$ cat config.mk
export PLATFORM = sky130hd
export DESIGN_NAME = irq_msg_wr_status
export DESIGN_NICKNAME = d
export VERILOG_FILES = /design/src/rtl/irq_msg_wr_pkg.sv /design/src/rtl/imw_src_tracker.sv /design/src/rtl/imw_bus_port.sv /design/src/rtl/irq_msg_wr_status.sv
export SDC_FILE = /design/constraint.sdc
export NUM_CORES = 1
export LEC_CHECK = 0
export BUFFER_PORTS_ARGS = -buffer_cell sky130_fd_sc_hd__buf_2
export CORE_MARGIN = 5
export CORE_UTILIZATION = 26
export DETAILED_ROUTE_END_ITERATION = 10
export HOLD_SLACK_MARGIN = 0.12
export PLACE_DENSITY_LB_ADDON = 0.25
export SLEW_MARGIN = 20
export SYNTH_ARGS = -nofsm -noshare
export SYNTH_HDL_FRONTEND = slang
export SYNTH_SLANG_ARGS = --single-unit
export TNS_END_PERCENT = 30
$ cat constraint.sdc
create_clock -name clk -period 1.4 [get_ports clk]
set_clock_uncertainty 0.2 [all_clocks]
set_input_delay 0.21 -clock clk [delete_from_list [all_inputs] [get_ports clk]]
set_output_delay 0.21 -clock clk [all_outputs]
set_load 0.02 [all_outputs]
$ cat src/rtl/irq_msg_wr_pkg.sv
// Package: shared constants, types and helpers for the interrupt message
// write status register. Assumes two status bits per source.
package irq_msg_wr_pkg;

    localparam int unsigned REG_W       = 64;
    localparam int unsigned NUM_SRC     = 3;
    localparam int unsigned BITS_PER_SRC = 2;
    localparam int unsigned STAT_W      = NUM_SRC * BITS_PER_SRC;

    // Source order fixes the bit positions seen by software.
    typedef enum logic [1:0] {
        SRC_FAULT    = 2'd0,
        SRC_RECOVERY = 2'd1,
        SRC_CRITICAL = 2'd2
    } src_id_e;

    // Two bits per source, error above in-progress.
    typedef struct packed {
        logic err;
        logic busy;
    } src_stat_t;

    // Bit index of a source's in-progress flag.
    function automatic int unsigned busy_pos(input int unsigned src);
        return src * BITS_PER_SRC;
    endfunction

    // Bit index of a source's error flag.
    function automatic int unsigned err_pos(input int unsigned src);
        return src * BITS_PER_SRC + 1;
    endfunction

endpackage

$ cat src/rtl/imw_src_tracker.sv
// Module: per-source tracker. Holds the in-progress flag of one interrupt
// message write and the sticky error flag of its completions.
// Assumes at most one outstanding write per source. Start is ignored while
// busy and completion is ignored while idle. An error set wins over a clear
// in the same cycle.
module imw_src_tracker
    import irq_msg_wr_pkg::*;
(
    input  logic      clk,
    input  logic      rst_n,
    input  logic      start_i,
    input  logic      done_i,
    input  logic      done_err_i,
    input  logic      clr_i,
    output src_stat_t stat_o
);

    logic busy_q;
    logic err_q;
    logic err_set;

    // Error completion qualified by an outstanding write.
    assign err_set = busy_q & done_i & done_err_i;

    // Track the outstanding write: set on start while idle, clear on completion.
    always_ff @(posedge clk) begin
        if (!rst_n) begin
            busy_q <= 1'b0;
        end else if (busy_q) begin
            if (done_i) begin
                busy_q <= 1'b0;
            end
        end else if (start_i) begin
            busy_q <= 1'b1;
        end
    end

    // Sticky error flag: a set beats a write-one-to-clear.
    always_ff @(posedge clk) begin
        if (!rst_n) begin
            err_q <= 1'b0;
        end else if (err_set) begin
            err_q <= 1'b1;
        end else if (clr_i) begin
            err_q <= 1'b0;
        end
    end

    // Present the pair to the register assembly.
    always_comb begin
        stat_o.busy = busy_q;
        stat_o.err  = err_q;
    end

endmodule

$ cat src/rtl/imw_bus_port.sv
// Module: register bus port. Decodes the single register offset, turns
// writes into per-source clear strobes and returns read data one cycle
// after a read. Assumes single-cycle request pulses with no back-pressure.
module imw_bus_port
    import irq_msg_wr_pkg::*;
#(
    parameter int unsigned         ADDR_W     = 12,
    parameter logic [ADDR_W-1:0]   REG_OFFSET = 12'hEF8
) (
    input  logic              clk,
    input  logic              rst_n,
    input  logic              req_i,
    input  logic              we_i,
    input  logic [ADDR_W-1:0] addr_i,
    input  logic [REG_W-1:0]  wdata_i,
    input  logic [STAT_W-1:0] stat_i,
    output logic [NUM_SRC-1:0] clr_o,
    output logic [REG_W-1:0]  rdata_o,
    output logic              rvalid_o
);

    localparam int unsigned PAD_W = REG_W - STAT_W;

    logic addr_hit;
    logic rd_acc;
    logic wr_hit;
    logic unused_wdata;

    // Decode the one implemented offset.
    assign addr_hit = (addr_i == REG_OFFSET);
    assign rd_acc   = req_i & ~we_i;
    assign wr_hit   = req_i &  we_i & addr_hit;

    // Pick the error-bit lanes of the write data as clear strobes.
    for (genvar s = 0; s < NUM_SRC; s++) begin : g_clr
        assign clr_o[s] = wr_hit & wdata_i[err_pos(s)];
    end

    // Write lanes that map to nothing, kept only for completeness.
    assign unused_wdata = ^{wdata_i[REG_W-1:STAT_W], wdata_i[4], wdata_i[2], wdata_i[0]};

    // Register read data; misses and non-reads return zero.
    always_ff @(posedge clk) begin
        if (!rst_n) begin
            rdata_o  <= '0;
            rvalid_o <= 1'b0;
        end else begin
            rvalid_o <= rd_acc;
            rdata_o  <= (rd_acc && addr_hit) ? {{PAD_W{1'b0}}, stat_i} : '0;
        end
    end

endmodule

$ cat src/rtl/irq_msg_wr_status.sv
// Module: top of the interrupt message write status register. Instantiates
// one tracker per present source, ties absent sources to zero and attaches
// the bus port. Assumes SRC_PRESENT bit i enables source i
// (0 fault, 1 recovery, 2 critical).
module irq_msg_wr_status
    import irq_msg_wr_pkg::*;
#(
    parameter int unsigned         ADDR_W      = 12,
    parameter logic [ADDR_W-1:0]   REG_OFFSET  = 12'hEF8,
    parameter logic [NUM_SRC-1:0]  SRC_PRESENT = 3'b111
) (
    input  logic               clk,
    input  logic               rst_n,
    input  logic               bus_req_i,
    input  logic               bus_we_i,
    input  logic [ADDR_W-1:0]  bus_addr_i,
    input  logic [REG_W-1:0]   bus_wdata_i,
    output logic [REG_W-1:0]   bus_rdata_o,
    output logic               bus_rvalid_o,
    input  logic [NUM_SRC-1:0] wr_start_i,
    input  logic [NUM_SRC-1:0] wr_done_i,
    input  logic [NUM_SRC-1:0] wr_err_i,
    output logic [STAT_W-1:0]  status_o
);

    logic [NUM_SRC-1:0] clr;
    src_stat_t          stat [NUM_SRC];

    // One tracker per present source, constant zero otherwise.
    for (genvar s = 0; s < NUM_SRC; s++) begin : g_src
        if (SRC_PRESENT[s]) begin : g_on
            imw_src_tracker u_trk (
                .clk        (clk),
                .rst_n      (rst_n),
                .start_i    (wr_start_i[s]),
                .done_i     (wr_done_i[s]),
                .done_err_i (wr_err_i[s]),
                .clr_i      (clr[s]),
                .stat_o     (stat[s])
            );
        end else begin : g_off
            logic unused_in;
            assign unused_in = ^{wr_start_i[s], wr_done_i[s], wr_err_i[s], clr[s]};
            assign stat[s]   = '0;
        end
        // Place the pair at its fixed bit positions.
        assign status_o[busy_pos(s)] = stat[s].busy;
        assign status_o[err_pos(s)]  = stat[s].err;
    end

    imw_bus_port #(
        .ADDR_W     (ADDR_W),
        .REG_OFFSET (REG_OFFSET)
    ) u_bus (
        .clk      (clk),
        .rst_n    (rst_n),
        .req_i    (bus_req_i),
        .we_i     (bus_we_i),
        .addr_i   (bus_addr_i),
        .wdata_i  (bus_wdata_i),
        .stat_i   (status_o),
        .clr_o    (clr),
        .rdata_o  (bus_rdata_o),
        .rvalid_o (bus_rvalid_o)
    );

endmodule

==> impl_results.md, run 1 <==
- Status: completed
- Clk_lat worst skew: about 0.23 ns
- Pwr Density: 833.3 nW/um^2
- Area grow syn2layout: 15.84%
- Clk pwr share: 0.328
- Metal1 wirelength: ~730 um
- CTS sink cnt: 13
- RSZ-0062 raised after global routing: yes
- Fin area: roughly 1200 um^2
- Syn Area/Cell: ~8.9 um^2
- FF+latch count, synth: 13
- Rows: 22
- Power share of the combinational group: 0.272
- Clk root buf: clkbuf_8
- Post-placement setup slack: -0.3436 ns
- Fill count: approximately 420
- Cell count of the worst reg-to-reg path: 3
- Sequential share of power: 0.401
- Synth top area share: 0.4752
- Synth area leader: buf_4
- Layout cell share with drive strength beyond 1: 0.3025
- Die width: approximately 72 um
- Fmax: ~740 MHz
- CTS H-tree depth: 1
- Largest cells by area after synthesis: buf_4 (48%), dfxtp_1 (26%), and2_1 (5.6%), nor4_4 (4.2%), mux2i_1 (3.0%)
- HP Class: in -> reg
- PortBufs: 40
- Largest net degree at the start of global routing: 8
- Uppermost layer routed: met4
- Initial antenna violation count: 0
- Area of the die: around 5200 um^2
- Minimum clock period: roughly 1.4 ns
- DR pass1 iterations: 4
- Die Ht: 72.36 um
- Final Util: 0.3152
- Main synth FF type: dfxtp_1
- Met3 wire length: between 300 and 400 um
- Clk slew on worst S/H paths: around 0.050 ns
- Mapped Cells: ~110
- Setup TNS: 0 ns
- Post-CTS setup buffer count: 0
- Worst Hold Path Cells: 4
- Routed vias: approximately 690
- Residual DRC: 0
- Synthesized area: 1011 um^2
- Worst EP required: about 1.4 ns
- Asr flop ratio synth: 0
- IO Count: 160
- Final Slew Violations: 0
- WL/cell: between 9 and 10 um
- Initial Utilization: 0.2721
- Final hold vios: 0
- Critical path data arrival time: 1.33 ns
- Top fanout value on the critical path: 6
- Post-detail-place hpwl: 1684 um
- Post-synthesis sequential area ratio: 0.2574
- Tcrit/Tclk final: 0.9653
- Sw frac: 0.3294
- MaxCap Viol Count: 0
- Core Area: around 3700 um^2
- Antenna Nets Post-Route: 0
- Placed cell areas: 1020 um^2
- Post-synth EDFFs: 0
- Initial DRC Count: 26
- Met2 wire len: around 920 um
- Grt ovf: 0
- Clk buf depth: 2
- Peak VDD IR: between 0.2 and 0.3 mV
- Leak: 0.6782 nW
- CP endpoint kind: flip-flop
- Total Nets Final: ~250
- Vias in the first global route: ~650
- Top cells by count, synth: buf_4 (64), dfxtp_1 (13), and2_1 (9), inv_1 (4)
- Netlist cell types: 16
- Syn. warnings: 0
- CTS tree: built
- All-layer global routing usage: 0.06861
- GPL Wtd Cong: about 0.70
- Psw: 0.0003214 W
- Crit start category: input port
- Internal Power: around 0.00065 W
- Tot Pwr: around 0.00098 W
- Ant. Diodes: 0
- Wirelength, routed: between 2000 and 2500 um
- WS Path Type: in -> reg
- Final worst slack: 0.04857 ns
- Via density: between 3 and 4
- First-pass GRT wire length: 2835 um
- CTS buffer count: 3
- Most common cell in the netlist: buf_4
- Setup Viol. Count Final: 0
-- worst paths after layout --
check | start | to | slack (ns)
setup reg to reg | g_src[1].g_on.u_trk.busy_q | g_src[1].g_on.u_trk.err_q | 0.36
setup / recovery | bus_addr_i[1] | u_bus.rdata_o[1] | 0.05
hold reg to reg | g_src[1].g_on.u_trk.err_q | u_bus.rdata_o[3] | 0.28
hold / removal | wr_start_i[2] | g_src[2].g_on.u_trk.busy_q | 0.12
-- worst max-delay path, stage by stage --
cell and delay (ns):
buf_6 0.09, or4b_4 0.57, nor4_4 0.27, and2_1 0.19
-- layout make-up --
| type | count | area (um^2) | area share |
|---|---|---|---|
| multi-input cells | 89 | 469.2 | 0.4006 |
| repair buffers | 52 | 321.6 | 0.2746 |
| flip-flops and latches | 13 | 260.3 | 0.2222 |
| well taps | 48 | 60.06 | 0.05128 |
| clock buffers | 4 | 45.04 | 0.03846 |
| inverters | 4 | 15.01 | 0.01282 |
-- power groups by stage --
stage	registers [W]	clock network [W]	logic, W
after floorplan	0.000398	0	0.000312
after global placement	0.000399	0	0.000237
after detailed placement	0.000399	0	0.000238
after CTS	0.000391	0.000332	0.000259
after global routing	0.000392	0.000345	0.000287
final	0.000391	0.000320	0.000265
-- layer usage --
layer | vias to the layer above | track usage
met4 | 0 | 0.02505
met1 | 287 | 0.07940
met5 | - | 0
met3 | 2 | 0.03186
met2 | 56 | 0.1102
li1 | 341 | -
-- kinds of logic after synthesis --
logic type             after synthesis  share of synthesized area
muxes                                3                    0.02970
DFF                                 13                     0.2574
AOI/OAI and AO/OA                    6                    0.03341
and+or+nand+nor                     22                     0.1856
buffers and inverters               68                     0.4901
other                                1                   0.003709
-- layout by cell type, fill, tap and decap left out --
cell type,count
dlygate4sd3_1,10
a31oi_1,3
nand2_1,1
nor4_4,2
dfxtp_1,13
buf_4,2
and3_1,3
nand3_1,3
nand4b_4,1
buf_2,39
mux2i_1,3
nand4_1,1
and2_1,9
or4b_4,1
conb_1,58
o21ai_0,3
buf_6,1
clkbuf_1,1
nand3b_1,1
inv_1,4
clkbuf_8,3
-- state kept, by name, indices dropped and copies added, names as in the netlist --
signal                   cells
u_bus.rdata_o                6
g_src.g_on.u_trk.busy_q      3
g_src.g_on.u_trk.err_q       3
u_bus.rvalid_o               1
-- metrics by stage --
stage	instances	hold slack, ns
2_1_floorplan	170	0.1102
3_3_place_gp	196	0.2016
3_5_place_dp	196	0.2016
4_1_cts	210	0.1227
5_1_grt	210	0.1400
6_report	210	0.1242
-- what timing repair did --
action	4_1_cts	5_1_grt
pin swaps	1	6
endpoints found under the hold margin	6	0
setup endpoints to repair	6	9
hold buffers	10	0
cloned	0	0
gates resized for setup	0	1
(Power assumes the default switching activity.)
==> run 2, diff against run 1 <==
--- a/config.mk
+++ b/config.mk
@@ -9,8 +9,10 @@
 export CORE_MARGIN = 5
 export CORE_UTILIZATION = 26
 export DETAILED_ROUTE_END_ITERATION = 10
+export GPL_TIMING_DRIVEN = 0
 export HOLD_SLACK_MARGIN = 0.12
 export PLACE_DENSITY_LB_ADDON = 0.25
+export SETUP_SLACK_MARGIN = 0.1
 export SLEW_MARGIN = 20
 export SYNTH_ARGS = -nofsm -noshare
 export SYNTH_HDL_FRONTEND = slang
==> impl_results.md, run 2 (synthesis gave the netlist of run 1 again) <==
- GPL Wtd Cong: 0.6585 (was 0.7013)
- Via density: 3.026 (was 3.267)
- Die width: 72.36 um (unchanged)
- CTS H-tree depth: 1 (unchanged)
- Crit path max-delay family: simple AND/OR/NAND/NOR gates (unchanged)
- Core Area: 3716 um^2 (unchanged)
- Max FFs per register: 6 (unchanged)
- Post-placement setup slack: -0.1814 ns (was -0.3436 ns)
- Clk root buf: clkbuf_8 (unchanged)
- Area of the multi-input gates: 469.2 um^2 (unchanged)
- Layout Cells excl Fill: 273 (was 210)
- Layout cell share with drive strength beyond 1: 0.5067 (was 0.3025)
- Post-CTS setup buffer count: 0 (unchanged)
- Ant. Diodes: 0 (unchanged)
- First-pass GRT wire length: 3174 um (was 2835 um)
- Fmax: 770.4 MHz (was 740.0 MHz)
- Top fanout value on the critical path: 6 (unchanged)
- Placed insts: 258 (was 196)
- Slowest library cell on the worst path: or4b_4 (unchanged)
- WL/cell: 7.773 um (was 9.700 um)
- Final worst slack: 0.1020 ns (was 0.04857 ns)
- Routed vias: 826 (was 686)
- Residual DRC: 0 (unchanged)
- Final Slew Violations: 0 (unchanged)
- Pwr Density: 672.6 nW/um^2 (was 833.3 nW/um^2)
- Clk_lat worst skew: 0.23 ns (about the same)
- Initial antenna violation count: 0 (unchanged)
- Vias in the first global route: 797 (was 645)
- Tot Pwr: 0.001112 W (was 0.0009759 W)
- Area grow syn2layout: 63.49% (was 15.84%)
- MaxCap Viol Count: 0 (unchanged)
- Worst path cell trace: buf_6, or4b_4, nor4_4, and2_1 (unchanged)
- Area of the die: 5235 um^2 (unchanged)
- Most frequent cells in the layout: buf_4 (64), conb_1 (58), buf_2 (39) (was conb_1 (58), buf_2 (39), dfxtp_1 (13))
- CP endpoint kind: flip-flop (unchanged)
- CTS tree: built (unchanged)
- PortBufs: 40 (unchanged)
- Biggest register: u_bus.rdata_o (unchanged)
- Initial DRC Count: 42 (was 26)
- RSZ-0062 raised after global routing: yes (unchanged)
- IO Count: 160 (unchanged)
- Setup TNS: 0 ns (unchanged)
- HP Class: in -> reg (unchanged)
- Clk buf depth: 2 (unchanged)
- Largest registers: u_bus.rdata_o (6), g_src.g_on.u_trk.busy_q (3), g_src.g_on.u_trk.err_q (3) (unchanged)
- Post-detail-place hpwl: 1933 um (was 1684 um)
- Critical path data arrival time: 1.28 ns (was 1.33 ns)
- Peak VDD IR: 0.2081 mV (was 0.2667 mV)
- Die Ht: 72.36 um (unchanged)
- Tcrit/Tclk final: 0.9271 (was 0.9653)
- Antenna Nets Post-Route: 0 (unchanged)
- Clk slew on worst S/H paths: 0.05 ns (about the same)
- Initial Utilization: 0.2721 (unchanged)
- CP bufs+invs: 1 (unchanged)
- Worst EP required: 1.38 ns (about the same)
- Status: completed (unchanged)
- CTS buffer count: 3 (unchanged)
- Minimum clock period: 1.298 ns (was 1.351 ns)
- Largest net degree at the start of global routing: 8 (unchanged)
- Biggest cell delay along the critical path: 0.56 ns (was 0.57 ns)
- Area occupied by registers: 266.5 um^2 (was 260.3 um^2)
- Rows: 22 (unchanged)
- All-layer global routing usage: 0.07488 (was 0.06861)
- DR pass1 iterations: 2 (was 4)
- Crit start category: input port (unchanged)
- Total Nets Final: 315 (was 252)
- WS Path Type: in -> reg (unchanged)
- Wirelength, routed: 2122 um (was 2037 um)
- Final Util: 0.4448 (was 0.3152)
- CTS sink cnt: 13 (unchanged)
- Final hold vios: 0 (unchanged)
- Setup Viol. Count Final: 0 (unchanged)
- Fill count: 375 (was 421)
- Leak: 1.023 nW (was 0.6782 nW)
- Grt ovf: 0 (unchanged)
- Most common cell after layout, fill and taps aside: buf_4 (was conb_1)
## run 2: per-stage QoR
stage | area (um^2) | hold WS, ns
2_1_floorplan | 1225 | 0.1102
3_3_place_gp | 1485 | 0.2051
3_5_place_dp | 1485 | 0.2100
4_1_cts | 1643 | 0.1256
5_1_grt | 1653 | 0.1397
6_report | 1653 | 0.1269
## run 2: layout make-up
type / instances / share of cell area
clock buffers: 4 / 0.02725
well taps: 48 / 0.03634
flip-flops and latches: 13 / 0.1612
repair buffers: 51 / 0.1915
multi-input cells: 89 / 0.2839
plain buffers: 64 / 0.2907
inverters: 4 / 0.009084
## run 2: worst min-delay path, cell delays in order
cell and delay, ns:
buf_2 0.07, inv_1 0.03, mux2i_1 0.10, and2_1 0.12
## run 2: path summary, 6_finish.rpt
check	start	endpoint	slack, ns	cells after the start
max reg2reg	g_src[1].g_on.u_trk.busy_q	g_src[1].g_on.u_trk.err_q	0.38	3
max	bus_addr_i[1]	u_bus.rdata_o[1]	0.10	4
min	wr_start_i[2]	g_src[2].g_on.u_trk.busy_q	0.13	4
min reg2reg	g_src[0].g_on.u_trk.err_q	u_bus.rdata_o[1]	0.28	1
## run 2: report_power, final
part           internal, W  switching [W]  total, W
registers         0.000382      0.0000104  0.000392
clock network     0.000200       0.000117  0.000317
logic             0.000191       0.000212  0.000402
## run 2: layer usage
layer | track usage | share of wire
met5 | 0 | 0
met4 | 0.03132 | 0.0066
met3 | 0.02909 | 0.11
met2 | 0.1193 | 0.48
met1 | 0.08926 | 0.40
## run 2: repair_timing
action / CTS / global route
endpoints found under the setup margin: 12 / 11
pin swaps: 0 / 1
endpoints found under the hold margin: 7 / 0
hold buffers: 11 / 0
resized for setup: 2 / 3
==> run 3, diff against run 2 <==
--- a/config.mk
+++ b/config.mk
@@ -10,8 +10,9 @@
 export CORE_UTILIZATION = 26
 export DETAILED_ROUTE_END_ITERATION = 10
 export GPL_TIMING_DRIVEN = 0
-export HOLD_SLACK_MARGIN = 0.12
+export HOLD_SLACK_MARGIN = 0.05
 export PLACE_DENSITY_LB_ADDON = 0.25
+export RECOVER_POWER = 50
 export SETUP_SLACK_MARGIN = 0.1
 export SLEW_MARGIN = 20
 export SYNTH_ARGS = -nofsm -noshare
==> impl_results.md, run 3 (synthesis gave the netlist of run 1 again) <==
- CTS H-tree depth: 1 (unchanged)
- Layout Cells excl Fill: 265 (was 273)
- Tcrit/Tclk final: 0.9466 (was 0.9271)
- Crit start category: flip-flop (was input port)
- CTS tree: built (unchanged)
- CTS buffer count: 3 (unchanged)
- DR pass1 iterations: 2 (unchanged)
- Residual DRC: 0 (unchanged)
- Critical path data arrival time: 0.92 ns (was 1.28 ns)
- Vias in the first global route: 770 (was 797)
- Initial antenna violation count: 0 (unchanged)
- Antenna Nets Post-Route: 0 (unchanged)
- IO Count: 160 (unchanged)
- Post-CTS setup buffer count: 0 (unchanged)
- Area grow syn2layout: 53.84% (was 63.49%)
- R2R Setup Slk: 0.34 ns (was 0.38 ns)
- Ant. Diodes: 0 (unchanged)
- Cell count of the worst reg-to-reg path: 3 (unchanged)
- CP endpoint kind: output port (was flip-flop)
- Reg2reg end: g_src[2].g_on.u_trk.err_q (was g_src[1].g_on.u_trk.err_q)
- Biggest register: u_bus.rdata_o (unchanged)
- Largest registers: u_bus.rdata_o (6), g_src.g_on.u_trk.busy_q (3), g_src.g_on.u_trk.err_q (3) (unchanged)
- Final Util: 0.4185 (was 0.4448)
- Post-detail-place hpwl: 1933 um (unchanged)
- Routed vias: 805 (was 826)
- Biggest cell delay along the critical path: 0.40 ns (was 0.56 ns)
- Clk root buf: clkbuf_8 (unchanged)
- GRT met2 Usage: 0.1132 (was 0.1193)
- Core Area: 3716 um^2 (unchanged)
- Leak: 0.9523 nW (was 1.023 nW)
- Top fanout value on the critical path: 5 (was 6)
- Slowest library cell on the worst path: dfxtp_1 (was or4b_4)
- Worst Hold Path EP: g_src[0].g_on.u_trk.err_q (was g_src[2].g_on.u_trk.busy_q)
- Area occupied by registers: 260.3 um^2 (was 266.5 um^2)
- Max FFs per register: 6 (unchanged)
- Most frequent cells in the layout: buf_4 (64), conb_1 (58), buf_2 (29) (was buf_4 (64), conb_1 (58), buf_2 (39))
- Worst path cell trace: buf_4, clkbuf_2 (was buf_6, or4b_4, nor4_4, and2_1)
- Via density: 3.038 (was 3.026)
- Die Ht: 72.36 um (unchanged)
- Minimum clock period: 1.325 ns (was 1.298 ns)
- Reg-to-Reg Start: g_src[2].g_on.u_trk.busy_q (was g_src[1].g_on.u_trk.busy_q)
- Peak VDD IR: 0.2082 mV (was 0.2081 mV)
- RSZ-0062 raised after global routing: yes (unchanged)
- MaxCap Viol Count: 0 (unchanged)
- Largest net degree at the start of global routing: 8 (unchanged)
- Total Nets Final: 307 (was 315)
- Hold path start: wr_err_i[0] (was wr_start_i[2])
- GPL Wtd Cong: 0.6585 (unchanged)
- WL/cell: 7.951 um (was 7.773 um)
- Initial Utilization: 0.2721 (unchanged)
- Placed cell areas: 1485 um^2 (unchanged)
- PortBufs: 40 (unchanged)
- Rows: 22 (unchanged)
- All-layer global routing usage: 0.07316 (was 0.07488)
- Area of the die: 5235 um^2 (unchanged)
- Met3 usage in global routing: 0.02909 (unchanged)
- Met1 Track Usage GR: 0.08926 (unchanged)
- Area of the multi-input gates: 469.2 um^2 (unchanged)
- Setup Viol. Count Final: 0 (unchanged)
- First-pass GRT wire length: 3084 um (was 3174 um)
- Initial DRC Count: 60 (was 42)
- Die width: 72.36 um (unchanged)
- Final hold vios: 0 (unchanged)
- Busiest layer in global routing: met2 (unchanged)
- CP bufs+invs: 2 (was 1)
- Final Slew Violations: 0 (unchanged)
- Clk slew on worst S/H paths: 0.05 ns (about the same)
- Status: completed (unchanged)
- Layout cell share with drive strength beyond 1: 0.4700 (was 0.5067)
- Most common cell after layout, fill and taps aside: buf_4 (unchanged)
- Clk_lat worst skew: 0.23 ns (about the same)
- Placed insts: 258 (unchanged)
- Clk buf depth: 2 (unchanged)
- Fin area: 1555 um^2 (was 1653 um^2)
- Setup TNS: 0 ns (unchanged)
- Crit path max-delay family: flip-flops (was simple AND/OR/NAND/NOR gates)
- Crit path launch: g_src[0].g_on.u_trk.busy_q (was bus_addr_i[1])
- Fmax: 754.6 MHz (was 770.4 MHz)
- HP Class: in -> reg (unchanged)
- CTS sink cnt: 13 (unchanged)
- Pwr Density: 705.4 nW/um^2 (was 672.6 nW/um^2)
- Worst Hold Path Cells: 3 (was 4)
- Worst EP required: 0.99 ns (was 1.38 ns)
- WS Path Type: reg -> out (was in -> reg)
- Grt ovf: 0 (unchanged)
- Fill count: 386 (was 375)
- Wirelength, routed: 2107 um (was 2122 um)
run 3: what timing repair did:
action                                  CTS  global route
endpoints found under the setup margin   12            11
resized for setup                         2             3
hold buffers                              3             0
pin swaps                                 0             1
hold endpoints to repair                  3             0
run 3: final cells by class:
class,count,share of cell area
Tap cell,48,0.03862
Inverter,4,0.009654
Sequential cell,13,0.1673
Multi-Input combinational cell,89,0.3017
Timing Repair Buffer,43,0.1448
Buffer,64,0.3089
Clock buffer,4,0.02896
run 3: layer usage:
metal	up-vias	routed length, um
met1	303	853
li1	451	-
met4	0	14
met5	-	0
met2	49	987
met3	2	252
run 3: how the worst max path moves through the flow:
stage / to / slack (ns) / depth (start not counted)
4_1_cts: g_src[2].g_on.u_trk.err_q / 0.07 / 4
3_3_place_gp: g_src[1].g_on.u_trk.err_q / -0.17 / 4
6_report: status_o[0] / 0.07 / 2
2_1_floorplan: u_bus.rdata_o[0] / 0.03 / 3
5_1_grt: status_o[2] / 0.01 / 2
3_5_place_dp: g_src[2].g_on.u_trk.err_q / -0.18 / 4
run 3: metrics by stage:
step	setup WS (ns)	total power [W]	hold slack (ns)
after detailed placement	-0.1814	0.0007694	0.2100
after CTS	0.07153	0.001098	0.06066
final	0.07480	0.001097	0.06235
after floorplan	0.02879	0.0007104	0.1102
after global routing	0.01301	0.001167	0.08666
after global placement	-0.1653	0.0007683	0.2051
run 3: power breakdown:
part	internal (W)	total, W	switching (W)
combinational	0.000175	0.000385	0.000210
clock	0.000200	0.000320	0.000120
sequential	0.000381	0.000392	0.0000104
total	0.000757	0.00110	0.000340
run 3: tightest hold or removal path: cells and delay by family:
kind            cells  cell delay [ns]
compound gates      1             0.07
buf+inv             1             0.10
simple gates        1             0.07
